File: src/rtl/wdt_pkg.sv
package wdt_pkg;
  parameter int unsigned REG_W    = 32;
  parameter int unsigned EN_LSB   = 24;  // start/stop field, reload field sits above it
  parameter int unsigned SRV_LSB  = 26;
  parameter int unsigned STAT_BIT = 31;
  parameter int unsigned NUM_CMD  = 2;   // index 0: start/stop, index 1: reload

  typedef enum logic {SEQ_IDLE = 1'b0, SEQ_ARMED = 1'b1} seq_state_e;
  typedef logic [1:0] cmd_field_t;

  localparam cmd_field_t CMD_NOP  = 2'd0;
  localparam cmd_field_t CMD_ARM  = 2'd1;
  localparam cmd_field_t CMD_FIRE = 2'd2;
endpackage

File: src/rtl/wdt_cmd_seq.sv
module wdt_cmd_seq
  import wdt_pkg::*;
(
  input  logic       clk_i,
  input  logic       rst_ni,
  input  logic       wr_i,
  input  cmd_field_t field_i,
  output logic       fire_o
);
  seq_state_e state_q, state_d;

  always_comb begin
    state_d = state_q;
    fire_o  = 1'b0;
    if (wr_i && field_i != CMD_NOP) begin
      if (state_q == SEQ_IDLE) begin
        state_d = (field_i == CMD_ARM) ? SEQ_ARMED : SEQ_IDLE;
      end else begin
        state_d = SEQ_IDLE;
        fire_o  = (field_i == CMD_FIRE);
      end
    end
  end

  always_ff @(posedge clk_i or negedge rst_ni) begin
    if (!rst_ni) state_q <= SEQ_IDLE;
    else         state_q <= state_d;
  end
endmodule

File: src/rtl/wdt_down_cnt.sv
module wdt_down_cnt #(
  parameter int unsigned CNT_W    = 32,
  parameter int unsigned RELOAD_W = 24
) (
  input  logic                clk_i,
  input  logic                rst_ni,
  input  logic                tgl_i,
  input  logic                srv_i,
  input  logic [RELOAD_W-1:0] reload_i,
  output logic                en_o,
  output logic                timeout_o
);
  localparam int unsigned SHIFT = CNT_W - RELOAD_W;

  logic [CNT_W-1:0] cnt_q, cnt_d, load_val;
  logic             en_q, en_d, tmo_d;

  assign load_val = {reload_i, {SHIFT{1'b0}}};

  // stop beats reload; any completed command suppresses expiry that cycle
  always_comb begin
    cnt_d = cnt_q;
    en_d  = en_q;
    tmo_d = 1'b0;
    if (tgl_i) begin
      en_d = !en_q;
      if (!en_q) cnt_d = load_val;
    end else if (en_q) begin
      if (srv_i) begin
        cnt_d = load_val;
      end else if (cnt_q == '0) begin
        tmo_d = 1'b1;
        cnt_d = load_val;
      end else begin
        cnt_d = cnt_q - 1'b1;
      end
    end
  end

  always_ff @(posedge clk_i or negedge rst_ni) begin
    if (!rst_ni) begin
      cnt_q     <= '0;
      en_q      <= 1'b0;
      timeout_o <= 1'b0;
    end else begin
      cnt_q     <= cnt_d;
      en_q      <= en_d;
      timeout_o <= tmo_d;
    end
  end

  assign en_o = en_q;
endmodule

File: src/rtl/wdt_seq_ctrl.sv
module wdt_seq_ctrl
  import wdt_pkg::*;
#(
  parameter int unsigned CNT_W    = 32,
  parameter int unsigned RELOAD_W = 24
) (
  input  logic             clk_i,
  input  logic             rst_ni,
  input  logic             wr_en_i,
  input  logic [REG_W-1:0] wr_data_i,
  output logic [REG_W-1:0] rd_data_o,
  output logic             timeout_o
);
  logic [RELOAD_W-1:0] reload_q, reload_d;
  logic [NUM_CMD-1:0]  fire;
  logic                en;
  logic                unused_hi;

  assign unused_hi = ^wr_data_i[REG_W-1:SRV_LSB+2];

  for (genvar g = 0; g < NUM_CMD; g++) begin : g_seq
    wdt_cmd_seq u_seq (
      .clk_i   (clk_i),
      .rst_ni  (rst_ni),
      .wr_i    (wr_en_i),
      .field_i (wr_data_i[EN_LSB+2*g +: 2]),
      .fire_o  (fire[g])
    );
  end

  assign reload_d = wr_en_i ? wr_data_i[RELOAD_W-1:0] : reload_q;

  always_ff @(posedge clk_i or negedge rst_ni) begin
    if (!rst_ni) reload_q <= '0;
    else         reload_q <= reload_d;
  end

  wdt_down_cnt #(.CNT_W(CNT_W), .RELOAD_W(RELOAD_W)) u_cnt (
    .clk_i     (clk_i),
    .rst_ni    (rst_ni),
    .tgl_i     (fire[0]),
    .srv_i     (fire[1]),
    .reload_i  (reload_d),
    .en_o      (en),
    .timeout_o (timeout_o)
  );

  always_comb begin
    rd_data_o                 = '0;
    rd_data_o[RELOAD_W-1:0]   = reload_q;
    rd_data_o[STAT_BIT]       = en;
  end
endmodule

File: config.mk
export PLATFORM = sky130hd
export DESIGN_NAME = wdt_seq_ctrl
export DESIGN_NICKNAME = d
export VERILOG_FILES = /design/src/rtl/wdt_pkg.sv /design/src/rtl/wdt_cmd_seq.sv /design/src/rtl/wdt_down_cnt.sv /design/src/rtl/wdt_seq_ctrl.sv
export SDC_FILE = /design/constraint.sdc
export NUM_CORES = 1
export LEC_CHECK = 0
export BUFFER_PORTS_ARGS = -buffer_cell sky130_fd_sc_hd__clkbuf_2
export CAP_MARGIN = 20
export CORE_ASPECT_RATIO = 0.8
export CORE_UTILIZATION = 39
export DETAILED_ROUTE_END_ITERATION = 16
export SLEW_MARGIN = 10
export SYNTH_ARGS = -nofsm -noshare
export SYNTH_HDL_FRONTEND = slang
export SYNTH_SLANG_ARGS = --single-unit
export TNS_END_PERCENT = 30
File: constraint.sdc
create_clock -name clk_i -period 7.1 [get_ports clk_i]
set_input_delay 1.065 -clock clk_i [delete_from_list [all_inputs] [get_ports clk_i]]
set_output_delay 1.065 -clock clk_i [all_outputs]
set_load 0.05 [all_outputs]
==> results by group <==
CTS
  • Cts hold-fix bufs: 0
  • Total number of H-tree levels: 3
  • Root Driver: clkbuf_8
  • Clock Latency Late Sink: approximately 0.35 ns
  • Worst-path clk slew: about 0.070 ns
  • CTS tree: yes
  • CTS buffer count: 9
  • Post-CTS Resized: 0
  • Total clock sinks: 60
  • Max clock buf depth: 2
  • Setup Fix Bufs, Post-CTS: 0

Final layout
  • Fill cells: ~790
  • Layout cells sized above 1: 0.295
  • Synthesis-to-finish area growth: 14.3%
  • Antenna Cells: 0
  • Nets@finish: between 400 and 500

Synth
  • Largest family of logic cells by synthesized area: simple AND/OR/NAND/NOR gates
  • Synth top area cells: dfrtp_1 45%, mux2_2 8.9%, nor2_1 3.4%
  • Compound-cell area share of the yosys netlist: 0.140
  • Yosys reg bits: 60
  • Top FF cell, synth: dfrtp_1
  • Post-synth ARST share: 1.00
  • Mapped Area: around 3300 um2
  • Post-synth EDFFs: 0
  • Synth area leader: dfrtp_1
  • Post-Synth XOR/XNOR Area: 0.00265
  • Ys Warns: 0
  • Post-Synth Simple-Gate Area: 0.225
  • Sequential area share after synthesis: 0.454
  • Yosys top cell area share: 0.454
  • Cells after Synth: approximately 330
  • Mux share of post-synthesis cell area: 0.113
  • Syn avg cell area: approximately 10 um2
  • Post-Synth Adder-Cell Area: 0.00756
  • Synth unique cells: 57

Placement
  • Hpwl dp: ~5.1 mm
  • GP Congestion: approximately 0.8
  • IO Port Bufs: 56
  • DP Worst Slack: 3.44 ns

STA
  • Tmin final: 3.25 ns
  • Worst setup margin: ~3.9 ns
  • RSZ-0062 raised after global routing: false
  • Slew headroom: 0.380
  • Final hold vios: 0
  • Final period util: 0.457
  • Final Skew: around 0.011 ns
  • Setup TNS: 0 ns
  • Fmax: between 300 and 400 MHz
  • Worst-margin pin slew: ~0.92 ns
  • Setup-failing EPs final: 0
  • Slew Viols, Final: 0

Pwr
  • Leak pwr: approximately 1.7 nW
  • VDD IR max: 129 uV
  • Pwr Density: around 330 nW/um2

Critical path
  • Crit-path max cell delay: around 0.56 ns
  • Slowest stage cell, crit path: clkbuf_2
  • CP Cell Sequence: clkbuf_2 > nand2_1 > xor2_2 > buf_4 > inv_1 > buf_4 > o21ai_0 > a221o_1
  • CP endpoint kind: flop
  • CP arrival: 3.48 ns
  • Worst setup path category: input port to flop
  • Critical-path maximum fanout: 34
  • CP required: 7.33 ns
  • CP dominant cell by count: buf_4
  • Worst path top cell family by delay: buffers and inverters
  • Crit start category: input port
  • WP buf/inv: 4

Worst hold path
  • Hold crit path type: flop to flop

Die
  • Die ar.: 8860 um2
  • Initial core utilization: 0.409
  • Core ar.: between 8000 and 9000 um2
  • Die Wd: approximately 100 um
  • Ports: slightly below 70
  • Site Rows: 29
  • Die span in y: 84.4 um

GRT
  • M3 GR Usage: 0.0474
  • Grt met2 use: 0.308
  • Met1 usage: 0.227
  • Busiest metal layer after global routing: met2
  • First-pass GRT wire length: 12.8 mm
  • GRT Resource Usage Total: 0.184
  • Antenna violations before repair: 0
  • Vias in the first global route: ~2,700
  • Gr ovfl total: 0
  • Largest net degree at the start of global routing: 61

Detailed routing
  • WL per Instance: around 15 um
  • Routed vias: 2,737
  • TritonRoute pass-1 iters: 4
  • Remaining DRCs: 0
  • Remaining antenna violation count: 0
  • Routed vias/inst: about 5.5
  • DRT iter0 DRCs: ~110
  • Total wire length: 7.56 mm

Run status
  • Outcome: finished, final reports clean

Run
  • Maximum Capacitance Violations: 0
state kept, by name, indices dropped and copies added, names as in the netlist:
register,cells
reload_q,24
g_seq.u_seq.state_q,2
u_cnt.timeout_o,1
u_cnt.cnt_q,32
u_cnt.en_o,1
metal layers:
| metal | wire [um] | vias up |
|---|---|---|
| li1 | - | 1318 |
| met1 | 3510 | 1335 |
| met2 | 3580 | 69 |
| met3 | 334 | 15 |
| met4 | 131 | 0 |
| met5 | 0 | - |
path summary, 6_finish.rpt:
| path | depth (start not counted) | slack (ns) | startpoint | to |
|---|---|---|---|---|
| max | 8 | 3.85 | wr_en_i | u_cnt.cnt_q[10] |
| min in group asynchronous | 2 | 0.88 | rst_ni | u_cnt.cnt_q[18] |
| max reg2reg | 8 | 3.95 | u_cnt.cnt_q[0] | u_cnt.cnt_q[10] |
| min reg2reg | 1 | 0.51 | u_cnt.cnt_q[12] | u_cnt.cnt_q[12] |
| min | 1 | 0.51 | u_cnt.cnt_q[12] | u_cnt.cnt_q[12] |
| max in group asynchronous | 2 | 5.70 | rst_ni | u_cnt.cnt_q[3] |
report_power, final:
group / switching [mW] / internal [mW]
Combinational: 0.305 / 0.164
Sequential: 0.0953 / 0.431
Clock: 0.131 / 0.130
final cells by class:
class / instances / area, um2 / share of cell area
clock inverters: 3 / 15.0 / 0.00397
multi-input cells: 243 / 1650 / 0.436
well taps: 108 / 135 / 0.0357
flip-flops and latches: 60 / 1500 / 0.397
clock buffers: 11 / 141 / 0.0374
inverters: 10 / 37.5 / 0.00992
repair buffers: 59 / 303 / 0.0801
layout by cell type, fill, tap and decap left out, types with 3 or more instances in the layout:
master      n
conb_1      7
mux2_2     26
nand4_1    12
clkbuf_2   56
o2bb2ai_1   3
o311a_1     5
o22ai_1     4
a22o_1      3
nand2_1    18
mux2i_1     5
clkinv_2    3
clkbuf_8   10
nor4_1      6
and3_1      8
dfrtp_1    60
a221o_1     3
o21ai_1    13
a21oi_1    19
inv_1      10
nor2_1     30
o21ai_0     7
buf_4       3
nor3_1     14
or3_1       5
nand3_1    12
per-stage QoR:
step           utilization  total power [mW]  std cells  cell area [um2]  hold WS [ns]
2_1_floorplan            -             0.883        338             3330         0.457
5_1_grt              0.467              1.35        494             3780         0.534
3_3_place_gp         0.448             0.989        480             3630         0.479
4_1_cts              0.467              1.27        494             3780         0.502
6_report             0.467              1.26        494             3780         0.510
3_5_place_dp         0.448              1.00        480             3630         0.481
cell families after synthesis:
kind of cell | after synthesis
buffers and inverters | 35
AND/OR/NAND/NOR | 130
other | 1
AO/OA/AOI/OAI | 70
adder cells (fa/ha/maj) | 2
flip-flops | 60
multiplexers | 33
XOR/XNOR | 1
Yosys cell counts, types with 3 or more instances:
master     number
o21ai_1        13
o311a_1         5
nor4_1          6
o22ai_1         4
inv_1          10
nand4_1        12
nor2_1         30
mux2_2         26
buf_4           8
or3_1           5
a221o_1         3
and3_1          8
nand2_1        18
mux2i_1         5
a22o_1          3
dfrtp_1        60
buf_6           3
a21oi_1        19
buf_2           3
o2bb2ai_1       3
nor3_1         14
o21ai_0         7
clkbuf_1        9
nand3_1        12
Note: power is estimated with default switching activity, not from simulation.
